`config.mk`:
```
export PLATFORM = sky130hd
export DESIGN_NAME = rtc_trim_core
export DESIGN_NICKNAME = d
export VERILOG_FILES = /design/src/rtl/rtc_trim_pkg.sv /design/src/rtl/rtc_prescaler.sv /design/src/rtl/rtc_status_unit.sv /design/src/rtl/rtc_trim_core.sv
export SDC_FILE = /design/constraint.sdc
export NUM_CORES = 1
export LEC_CHECK = 0
export BUFFER_PORTS_ARGS = -buffer_cell sky130_fd_sc_hd__buf_4
export CAP_MARGIN = 20
export CORE_ASPECT_RATIO = 0.5
export CORE_MARGIN = 2
export CORE_UTILIZATION = 53
export DETAILED_ROUTE_END_ITERATION = 8
export GPL_ROUTABILITY_DRIVEN = 0
export MAX_ROUTING_LAYER = met4
export PLACE_DENSITY = 0.82
export SYNTH_ARGS = -nofsm -noshare
export SYNTH_HDL_FRONTEND = slang
export SYNTH_HIERARCHICAL = 1
export SYNTH_SLANG_ARGS = --single-unit
```
`constraint.sdc`:
```
create_clock -name clk -period 3.65 [get_ports clk]
set_input_delay 0.73 -clock clk [delete_from_list [all_inputs] [get_ports clk]]
set_output_delay 0.73 -clock clk [all_outputs]
set_load 0.01 [all_outputs]
```
`src/rtl/rtc_trim_pkg.sv`:
```
package rtc_trim_pkg;
  localparam int DATA_W = 32;
  localparam int ADDR_W = 4;
  localparam int ST_W   = 16;
  localparam int NUM_ALM = 3;

  localparam logic [ADDR_W-1:0] OFF_TRIM  = 4'd0;
  localparam logic [ADDR_W-1:0] OFF_STAT  = 4'd1;
  localparam logic [ADDR_W-1:0] OFF_SALM  = 4'd2;
  localparam logic [ADDR_W-1:0] OFF_DALM0 = 4'd3;
  localparam logic [ADDR_W-1:0] OFF_SCNT  = 4'd5;
  localparam logic [ADDR_W-1:0] OFF_DAY   = 4'd6;
  localparam logic [ADDR_W-1:0] OFF_YEAR  = 4'd7;

  localparam logic [ST_W-1:0] ST_DIRECT = 16'hdaac;
  localparam logic [ST_W-1:0] ST_FLAGS  = 16'h0051;
  localparam logic [DATA_W-1:0] DAY_MASK  = 32'h007f_ffff;
  localparam logic [DATA_W-1:0] YEAR_MASK = 32'h001f_ffff;
  localparam logic [DATA_W-1:0] TRIM_RST  = 32'h0000_7fff;

  function automatic int hit_bit(input int idx);
    case (idx)
      0: return 0;
      1: return 4;
      default: return 6;
    endcase
  endfunction

  function automatic int en_bit(input int idx);
    case (idx)
      0: return 2;
      1: return 5;
      default: return 7;
    endcase
  endfunction

  function automatic logic [DATA_W-1:0] day_pack(input logic [2:0] wom, input logic [2:0] dow,
                                                 input logic [4:0] hr, input logic [5:0] mn,
                                                 input logic [5:0] sc);
    return {9'd0, wom, dow, hr, mn, sc};
  endfunction

  function automatic logic [DATA_W-1:0] year_pack(input logic [11:0] yr, input logic [3:0] mo,
                                                  input logic [4:0] dy);
    return {11'd0, yr, mo, dy};
  endfunction
endpackage

```
`src/rtl/rtc_prescaler.sv`:
```
module rtc_prescaler #(
  parameter int PRE_W = 16
) (
  input  logic             clk,
  input  logic             rst_n,
  input  logic             tick_en,
  input  logic             clr,
  input  logic [PRE_W-1:0] div_n,
  output logic             sec_tick
);
  logic [PRE_W-1:0] cnt_q;

  assign sec_tick = tick_en && (cnt_q >= div_n);

  always_ff @(posedge clk) begin
    if (!rst_n)          cnt_q <= '0;
    else if (clr)        cnt_q <= '0;
    else if (sec_tick)   cnt_q <= '0;
    else if (tick_en)    cnt_q <= cnt_q + 1'b1;
  end

  assert_wrap_R1: assert property (@(posedge clk) disable iff (!rst_n)
    (sec_tick && !clr) |=> (cnt_q == '0));
  assert_step_R1: assert property (@(posedge clk) disable iff (!rst_n)
    (tick_en && !clr && !sec_tick) |=> (cnt_q == $past(cnt_q) + 1'b1));
  assert_phase_clr_R7: assert property (@(posedge clk) disable iff (!rst_n)
    clr |=> (cnt_q == '0));
endmodule

```
`src/rtl/rtc_status_unit.sv`:
```
module rtc_status_unit
  import rtc_trim_pkg::*;
(
  input  logic               clk,
  input  logic               rst_n,
  input  logic               wr_en,
  input  logic [ST_W-1:0]    wdata,
  input  logic [NUM_ALM-1:0] match,
  output logic [ST_W-1:0]    status,
  output logic               irq
);
  logic [ST_W-1:0] st_q, set_vec, base;
  logic            irq_d;

  always_comb begin
    set_vec = '0;
    irq_d   = 1'b0;
    for (int i = 0; i < NUM_ALM; i++) begin
      if (match[i] && st_q[en_bit(i)] && !st_q[hit_bit(i)]) set_vec[hit_bit(i)] = 1'b1;
      irq_d = irq_d | (st_q[en_bit(i)] & st_q[hit_bit(i)]);
    end
    base = wr_en ? ((wdata & ST_DIRECT) | (st_q & ST_FLAGS & ~wdata)) : st_q;
  end

  always_ff @(posedge clk) begin
    if (!rst_n) begin
      st_q <= '0;
      irq  <= 1'b0;
    end else begin
      st_q <= base | set_vec;
      irq  <= irq_d;
    end
  end

  assign status = st_q;

  assert_flag_sticky_R4: assert property (@(posedge clk) disable iff (!rst_n)
    (st_q[0] && !wr_en) |=> st_q[0]);
  assert_direct_bits_R5: assert property (@(posedge clk) disable iff (!rst_n)
    wr_en |=> ((st_q & ST_DIRECT) == ($past(wdata) & ST_DIRECT)));
  assert_irq_high_R9: assert property (@(posedge clk) disable iff (!rst_n)
    (|(st_q & ST_FLAGS & (st_q >> 1)) || (st_q[6] && st_q[7])) |=> irq);
  assert_irq_low_R9: assert property (@(posedge clk) disable iff (!rst_n)
    !((st_q[0] && st_q[2]) || (st_q[4] && st_q[5]) || (st_q[6] && st_q[7])) |=> !irq);
endmodule

```
`src/rtl/rtc_trim_core.sv`:
```
module rtc_trim_core
  import rtc_trim_pkg::*;
#(
  parameter int PRE_W = 16,
  parameter int NUM_DALM = 2
) (
  input  logic              clk,
  input  logic              rst_n,
  input  logic              tick_32k_en,
  input  logic              bus_sel,
  input  logic              bus_we,
  input  logic [ADDR_W-1:0] bus_addr,
  input  logic [DATA_W-1:0] bus_wdata,
  output logic [DATA_W-1:0] bus_rdata,
  output logic              irq
);
  localparam int LOCK_BIT = DATA_W - 1;

  logic [DATA_W-1:0] trim_q, salm_q, scnt_q, day_q, year_q;
  logic [DATA_W-1:0] dalm_q [NUM_DALM];
  logic [ST_W-1:0]   status;
  logic [NUM_ALM-1:0] match;
  logic wr, wr_trim, wr_scnt, wr_stat, sec_tick;

  assign wr      = bus_sel && bus_we;
  assign wr_trim = wr && (bus_addr == OFF_TRIM) && !trim_q[LOCK_BIT];
  assign wr_scnt = wr && (bus_addr == OFF_SCNT);
  assign wr_stat = wr && (bus_addr == OFF_STAT);

  rtc_prescaler #(.PRE_W(PRE_W)) u_pre (
    .clk(clk), .rst_n(rst_n), .tick_en(tick_32k_en), .clr(wr_scnt),
    .div_n(trim_q[PRE_W-1:0]), .sec_tick(sec_tick)
  );

  always_ff @(posedge clk) begin
    if (!rst_n) begin
      trim_q <= TRIM_RST;
      salm_q <= '0;
      scnt_q <= '0;
      day_q  <= '0;
      year_q <= '0;
    end else begin
      if (wr_trim) trim_q <= bus_wdata;
      if (wr && bus_addr == OFF_SALM) salm_q <= bus_wdata;
      if (wr && bus_addr == OFF_DAY)  day_q  <= bus_wdata & DAY_MASK;
      if (wr && bus_addr == OFF_YEAR) year_q <= bus_wdata & YEAR_MASK;
      if (wr_scnt)       scnt_q <= bus_wdata;
      else if (sec_tick) scnt_q <= scnt_q + 1'b1;
    end
  end

  for (genvar g = 0; g < NUM_DALM; g++) begin : g_dalm
    always_ff @(posedge clk) begin
      if (!rst_n) dalm_q[g] <= '0;
      else if (wr && bus_addr == OFF_DALM0 + ADDR_W'(g)) dalm_q[g] <= bus_wdata & DAY_MASK;
    end
    assign match[g+1] = (day_q == dalm_q[g]);
  end
  assign match[0] = (scnt_q == salm_q);

  rtc_status_unit u_stat (
    .clk(clk), .rst_n(rst_n), .wr_en(wr_stat), .wdata(bus_wdata[ST_W-1:0]),
    .match(match), .status(status), .irq(irq)
  );

  always_comb begin
    bus_rdata = '0;
    if (bus_addr == OFF_TRIM)                bus_rdata = trim_q;
    else if (bus_addr == OFF_STAT)           bus_rdata = {{(DATA_W-ST_W){1'b0}}, status};
    else if (bus_addr == OFF_SALM)           bus_rdata = salm_q;
    else if (bus_addr == OFF_DALM0)          bus_rdata = dalm_q[0];
    else if (bus_addr == OFF_DALM0 + 4'd1)   bus_rdata = dalm_q[NUM_DALM-1];
    else if (bus_addr == OFF_SCNT)           bus_rdata = scnt_q;
    else if (bus_addr == OFF_DAY)            bus_rdata = day_q;
    else if (bus_addr == OFF_YEAR)           bus_rdata = year_q;
  end

  assert_trim_lock_R3: assert property (@(posedge clk) disable iff (!rst_n)
    trim_q[LOCK_BIT] |=> $stable(trim_q));
  assert_cnt_hold_R7: assert property (@(posedge clk) disable iff (!rst_n)
    (!wr_scnt && !sec_tick) |=> $stable(scnt_q));
  assert_cnt_step_R1: assert property (@(posedge clk) disable iff (!rst_n)
    (sec_tick && !wr_scnt) |=> (scnt_q == $past(scnt_q) + 1'b1));
  assert_cnt_load_R7: assert property (@(posedge clk) disable iff (!rst_n)
    wr_scnt |=> (scnt_q == $past(bus_wdata)));
  assert_unmapped_R10: assert property (@(posedge clk) disable iff (!rst_n)
    bus_addr[3] |-> (bus_rdata == '0));
endmodule

```
; Yosys cells after proc, flatten, opt, wreduce, memory -nomap -nowiden
; Memory sizes are Yosys's and may differ from the RTL's.
; Cells that the tools add are included.
[classes]
reduce_logical = 27
order_cmp = 7
multipliers = 0
eq_ne = 10
add_sub_neg = 2
bitwise = 14
n_div = 0
shift = 0
n_mux = 32
[ops]
columns = op, n
row1 = 2-to-1 mux 32 bit, 11
row2 = ">= comparator 32 x 1 -> 1 bit, second input constant", 3
row3 = "less-than comparator 32 x 6 -> 1 bit, second input constant", 3
row4 = 2-to-1 mux 23 bit, 3
row5 = equality test 23 x 32 -> 1 bit, 2
row6 = 2-to-1 mux 16 bit, 4
row7 = bitwise OR 16 bit, 4
row8 = "adder 32 x 1 -> 32 bit, second input constant", 1
row9 = equality test 32 bit, 1
row10 = 2-to-1 mux 21 bit, 1
row11 = logical AND 1 bit, 20
row12 = "adder 16 x 1 -> 16 bit, second input constant", 1
row13 = bitwise AND 7 x 16 -> 16 bit, 1
row14 = "equality test 4 x 3 -> 1 bit, second input constant", 4
row15 = >= comparator 16 bit, 1
row16 = inverter 16 bit, 1
row17 = demux 1 bit (select 4 bit), 3
row18 = 2-to-1 mux 1 bit, 10
row19 = "equality test 4 x 2 -> 1 bit, second input constant", 2
row20 = "equality test 4 x 1 -> 1 bit, second input constant", 1
row21 = zero test 1 bit, 4
row22 = zero test 4 bit, 1
row23 = bitwise OR 1 bit, 4
row24 = bitwise AND 1 bit, 3
row25 = 3 further kinds, 3
[word_totals]
latch_bits = 0
word_cells = 101
rom_bits = 0
in_bits = 41
memories = 1
ff_bits = 173
ramBits = 46
[mem_list]
columns = name, depth, width, rd, rd_ports_with_merged_regs, wr, line_no
row1 = dalm_q, 2, 23, 2, 0, 2, rtc_trim_core.sv:20  ; logic [DATA_W-1:0] dalm_q [NUM_DALM];

; Logic depth before layout (Yosys ltp)
[depth]
depth_word = 14
depth_mapped = 12
mapped_depth_nobuf = 11

; Modules after synthesis
; Netlist, hierarchy kept.
[modules_own_cells]
columns = module, area_per_inst_um2, cells_each, instances
row1 = rtc_trim_core, 9784.4, 1139, 1
row2 = rtc_prescaler, 1177.4, 140, 1
row3 = rtc_status_unit, 493.0, 47, 1

; Least setup slack after synthesis
; No wires, ideal clock.
[synth_path]
path_kind = input -> register
startpoint = input port bus_addr[0]
endpoint = memory dalm_q[0][0] (netlist name), enable pin
n_path_buf = 2
t_arrival_ns = 3.087
slack_ns = 0.128
required_time_ns = 3.215
cell_stages = 5
setup_ns = 0.435
cell_sequence = buf_2 > and2_1 > clkbuf_1 > nand2_1 > o21ai_0
[synth_rtl]
columns = element, line_no
row1 = "start, declared", rtc_trim_core.sv:12  ; input logic [ADDR_W-1:0] bus_addr,
row2 = "end, declared", rtc_trim_core.sv:20

; Worst setup path after layout
[layout_path]
startpoint = input port bus_addr[3]
endpoint = output port bus_rdata[13]
[layout_between]
elab_chain_len = 9
[layout_lines]
columns = element, line_no
row1 = equality test 4 x 3 -> 1 bit, rtc_trim_core.sv:75  ; else if (bus_addr == OFF_YEAR) bus_rdata = year_q;
row2 = 2-to-1 mux 21 bit, rtc_trim_core.sv:75
row3 = 2-to-1 mux 23 bit, rtc_trim_core.sv:74  ; else if (bus_addr == OFF_DAY) bus_rdata = day_q;
row4 = 2-to-1 mux 32 bit, rtc_trim_core.sv:73  ; else if (bus_addr == OFF_SCNT) bus_rdata = scnt_q;
row5 = 2-to-1 mux 32 bit, rtc_trim_core.sv:72  ; else if (bus_addr == OFF_DALM0 + 4'd1) bus_rdata = dalm_q[NUM_DALM-1];
row6 = 2-to-1 mux 32 bit, rtc_trim_core.sv:71  ; else if (bus_addr == OFF_DALM0) bus_rdata = dalm_q[0];
row7 = 2-to-1 mux 32 bit, rtc_trim_core.sv:70  ; else if (bus_addr == OFF_SALM) bus_rdata = salm_q;
row8 = 2-to-1 mux 32 bit, rtc_trim_core.sv:69  ; else if (bus_addr == OFF_STAT) bus_rdata = {{(DATA_W-ST_W){1'b0}}, status};
row9 = 2-to-1 mux 32 bit *, rtc_trim_core.sv:68  ; if (bus_addr == OFF_TRIM) bus_rdata = trim_q;
row10 = "end, declared", rtc_trim_core.sv:14  ; output logic [DATA_W-1:0] bus_rdata,
; Every way passes the cells marked *; elsewhere a longest branch is shown, timed or not.

==> impl_table.tex <==
\begin{tabular}{lr}
\hline
Metric & Value \\
\hline
\multicolumn{2}{l}{\textbf{Run status}} \\
Outcome & complete, no violations \\
\multicolumn{2}{l}{\textbf{Yosys}} \\
Proportion of netlist area held by the largest area contributor & 29.54\% \\
Fraction of synthesis flops using an asynchronous set or reset pin & 0\% \\
Count of flip-flops with a built-in enable after synthesis & 46 \\
Cell types with the highest counts after synthesis & 278 x sky130\_fd\_sc\_hd\_\_nand2\_1, 169 x sky130\_fd\_sc\_hd\_\_dfxtp\_1, 134 x sky130\_fd\_sc\_hd\_\_a21oi\_1 \\
Synthesized cell area & 11450 µm² \\
Per-instance average area after synthesis & 8.639 µm² \\
Cell count after synthesis & 1326 \\
Flops \& latches, synth & 215 \\
Total number of yosys warnings & 6 \\
Library cell with the largest summed area after synthesis & sky130\_fd\_sc\_hd\_\_dfxtp\_1 \\
Sequential-to-total area share from yosys stat & 41.59\% \\
Yosys cell types & 67 \\
Main flop type after synthesis & sky130\_fd\_sc\_hd\_\_dfxtp\_1 \\
Main area contributors after synthesis & sky130\_fd\_sc\_hd\_\_dfxtp\_1 30\%, sky130\_fd\_sc\_hd\_\_edfxtp\_1 12\%, sky130\_fd\_sc\_hd\_\_nand2\_1 9.1\% \\
Leading cell type by number of instances after synthesis & sky130\_fd\_sc\_hd\_\_nand2\_1 \\
\multicolumn{2}{l}{\textbf{Routing}} \\
DRC errors left & 0 \\
Via count & 10680 \\
Ratio of routed vias to standard cells & 6.392 \\
Total wirelength of the detailed-routed design & 36.73 mm \\
Routed wire per std cell & 21.98 µm \\
Number of detailed-route iterations in the first pass & 6 \\
DRC violation total after the first TritonRoute iteration & 1782 \\
Post-route ant nets & 0 \\
\multicolumn{2}{l}{\textbf{STA}} \\
Fmax achieved & 0.2977 GHz \\
Final Critical Period & 3359 ps \\
Unrepaired setup endpoints after global routing & false \\
Period utilization & 92.04\% \\
Worst hold slack after final layout & 454.7 ps \\
Worst Setup Slack, final & 290.7 ps \\
Clock Skews & 17.72 ps \\
Hold violation total from the final report & 0 \\
Final setup violation count & 0 \\
Number of pins with negative max-slew slack in the final report & 0 \\
Tightest Pin Transition & 1056 ps \\
Total negative setup slack & 0 ps \\
Headroom to the max-slew limit & 29.45\% \\
\multicolumn{2}{l}{\textbf{Power}} \\
Pwr/cell area & 401.3 nW/µm² \\
Sequential cell fraction of total power & 48.7\% \\
Sw Pwr & 0.001303 W \\
Combinational share of power & 9.0\% \\
Sw Ratio & 25.16\% \\
Cell internal power dissipation & 0.003875 W \\
Worst IR drop on VDD & 0.2780 mV \\
Pleak & 5.125 nW \\
Clock share of power & 42.3\% \\
\multicolumn{2}{l}{\textbf{Floorplan}} \\
Area inside the core boundary & 20880 µm² \\
Placement row count & 37 \\
Die footprint & 22880 µm² \\
Initial core utilization & 54.86\% \\
Number of primary I/O pins & 74 \\
Vertical die dimension & 108.0 µm \\
Horizontal die dimension & 211.9 µm \\
\multicolumn{2}{l}{\textbf{Global route}} \\
Pin count of the biggest net entering global routing & 88 \\
First-pass GRT wire length & 56.36 mm \\
Number of global-route vias before repair & 9886 \\
All-layer global routing usage & 32.97\% \\
GR Overflow Total & 0 \\
Antenna violations before repair & 1 \\
\multicolumn{2}{l}{\textbf{Flow run}} \\
Number of max-cap violations & 0 \\
\multicolumn{2}{l}{\textbf{Clocking}} \\
Setup bufs post-CTS & 0 \\
H-tree depth & 1 \\
Post-CTS clock slew at the launch and capture registers of the worst setup and hold paths & 70 ps \\
Root Driver & sky130\_fd\_sc\_hd\_\_clkbuf\_16 \\
Clock latency on the worst-skew pair & 510 ps \\
TritonCTS Sinks & 215 \\
Post-CTS Resized & 0 \\
Number of buffers created by CTS & 21 \\
Number of hold buffers added after CTS & 0 \\
TritonCTS clock tree & yes \\
Number of buffers on the longest clock path & 3 \\
\multicolumn{2}{l}{\textbf{Critical path}} \\
Buffers plus inverters on the worst setup path & 2 \\
Worst path slowest cell & sky130\_fd\_sc\_hd\_\_nor3\_2 \\
Type of element launching the critical path & input port \\
Maximum net fanout on the critical path & 20 \\
Maximum cell stage delay along the critical path & 660 ps \\
CP Cell Sequence & buf\_4, nand2b\_1, nor3\_2, a221oi\_1, o22ai\_1, buf\_4 \\
Required time worst endpoint & 2920 ps \\
Type of element capturing the critical path & output port \\
Dominant delay contributor by cell family on the critical path & simple AND/OR/NAND/NOR gates \\
Worst path arrival time & 2630 ps \\
Most repeated library cell on the critical path & sky130\_fd\_sc\_hd\_\_buf\_4 \\
Classification of the worst setup path & input port to output port \\
\multicolumn{2}{l}{\textbf{Place}} \\
Sum of net half-perimeters after detailed placement & 25.32 mm \\
Setup slack after placement & 364.8 ps \\
Port Buffers & 73 \\
\multicolumn{2}{l}{\textbf{Hold path}} \\
Type of the worst min-delay path & register to register \\
\multicolumn{2}{l}{\textbf{Finish}} \\
Fraction of layout cells with a size suffix above 1 & 14.95\% \\
Layout overhead on the synthesized area & 12.65\% \\
Net count reported at finish & 1423 \\
\hline
\end{tabular}
-- cell families after synthesis --
group	count (synthesis)	synth area share, %
compound gates	264	13.63
xor+xnor	119	9.099
fa+ha+maj	18	1.966
buf+inv	115	4.577
flops	215	41.59
mux	67	7.373
other cells	1	0.03274
simple gates	527	21.73
-- stage by stage --
step           power [W]  std cells  cell area (µm²)  utilization (%)
2_1_floorplan   0.002813       1329            11470                -
3_3_place_gp    0.003007       1633            12220            58.54
3_5_place_dp    0.003020       1633            12220            58.54
4_1_cts         0.005148       1670            12900            61.79
5_1_grt         0.005277       1671            12900            61.80
6_report        0.005178       1671            12900            61.80
-- flip-flops by register name, indices dropped and copies added (netlist names) --
register	cells
u_pre/cnt_q	16
scnt_q	32
salm_q	32
day_q	23
u_stat/irq	1
year_q	21
u_stat/status	12
dalm_q	46
trim_q	32
-- placed cells by master, fill, tap and decap left out, types with 11 or more instances in the layout --
| cell type | netlist | layout |
|---|---|---|
| sky130_fd_sc_hd__mux2i_1 | 36 | 36 |
| sky130_fd_sc_hd__nand3_1 | 33 | 32 |
| sky130_fd_sc_hd__a21oi_1 | 134 | 134 |
| sky130_fd_sc_hd__buf_4 | 4 | 101 |
| sky130_fd_sc_hd__a31oi_1 | 11 | 11 |
| sky130_fd_sc_hd__nor3_1 | 16 | 11 |
| sky130_fd_sc_hd__nand2_1 | 278 | 278 |
| sky130_fd_sc_hd__nand4_1 | 23 | 23 |
| sky130_fd_sc_hd__dfxtp_1 | 169 | 169 |
| sky130_fd_sc_hd__a211oi_1 | 11 | 11 |
| sky130_fd_sc_hd__xor2_1 | 89 | 89 |
| sky130_fd_sc_hd__nor4_1 | 19 | 19 |
| sky130_fd_sc_hd__mux2_2 | 19 | 19 |
| sky130_fd_sc_hd__mux4_2 | 12 | 12 |
| sky130_fd_sc_hd__nor2_1 | 60 | 60 |
| sky130_fd_sc_hd__clkbuf_16 | 0 | 22 |
| sky130_fd_sc_hd__inv_1 | 23 | 22 |
| sky130_fd_sc_hd__ha_1 | 18 | 18 |
| sky130_fd_sc_hd__and2_1 | 47 | 47 |
| sky130_fd_sc_hd__o21ai_0 | 46 | 45 |
| sky130_fd_sc_hd__xnor2_1 | 30 | 30 |
| sky130_fd_sc_hd__edfxtp_1 | 46 | 46 |
-- per-layer routing --
metal	part of all wire [%]	up-vias	GRT usage, %
li1	-	4698	-
met1	39	5033	44.07
met2	43	821	48.48
met3	14	129	8.423
met4	3.8	0	11.97
met5	0	-	-
-- power groups by stage --
stage | Clock, W | Sequential [W] | Combinational [W]
2_1_floorplan | 0 | 0.00255 | 0.000258
3_3_place_gp | 0 | 0.00257 | 0.000437
3_5_place_dp | 0 | 0.00257 | 0.000447
4_1_cts | 0.00218 | 0.00252 | 0.000450
5_1_grt | 0.00226 | 0.00252 | 0.000488
6_report | 0.00219 | 0.00252 | 0.000467
-- cell type report --
cell class,count,area (µm²)
multi-input combinational,999,6221
tap,292,365.4
inverter,25,93.84
sequential,215,4765
antenna,1,2.502
clock inverter,10,78.83
timing repair buffer,102,778.2
clock buffer,27,599.3
fill,1662,7975
-- tightest hold or removal path: cells and delay by family, from the launching register on --
family / cells / cell delay, ps
simple gates: 1 / 50
flops: 1 / 310
compound gates: 1 / 50
-- worst paths after layout --
check	startpoint	endpoint	slack [ps]	cells past startpoint
worst min-delay path	year_q[6]	year_q[6]	450	2
worst min register to register	year_q[6]	year_q[6]	450	2
worst max-delay path	bus_addr[3]	bus_rdata[13]	290	6
worst max register to register	trim_q[13]	scnt_q[28]	330	12
Note: power is estimated with default switching activity, not from simulation.
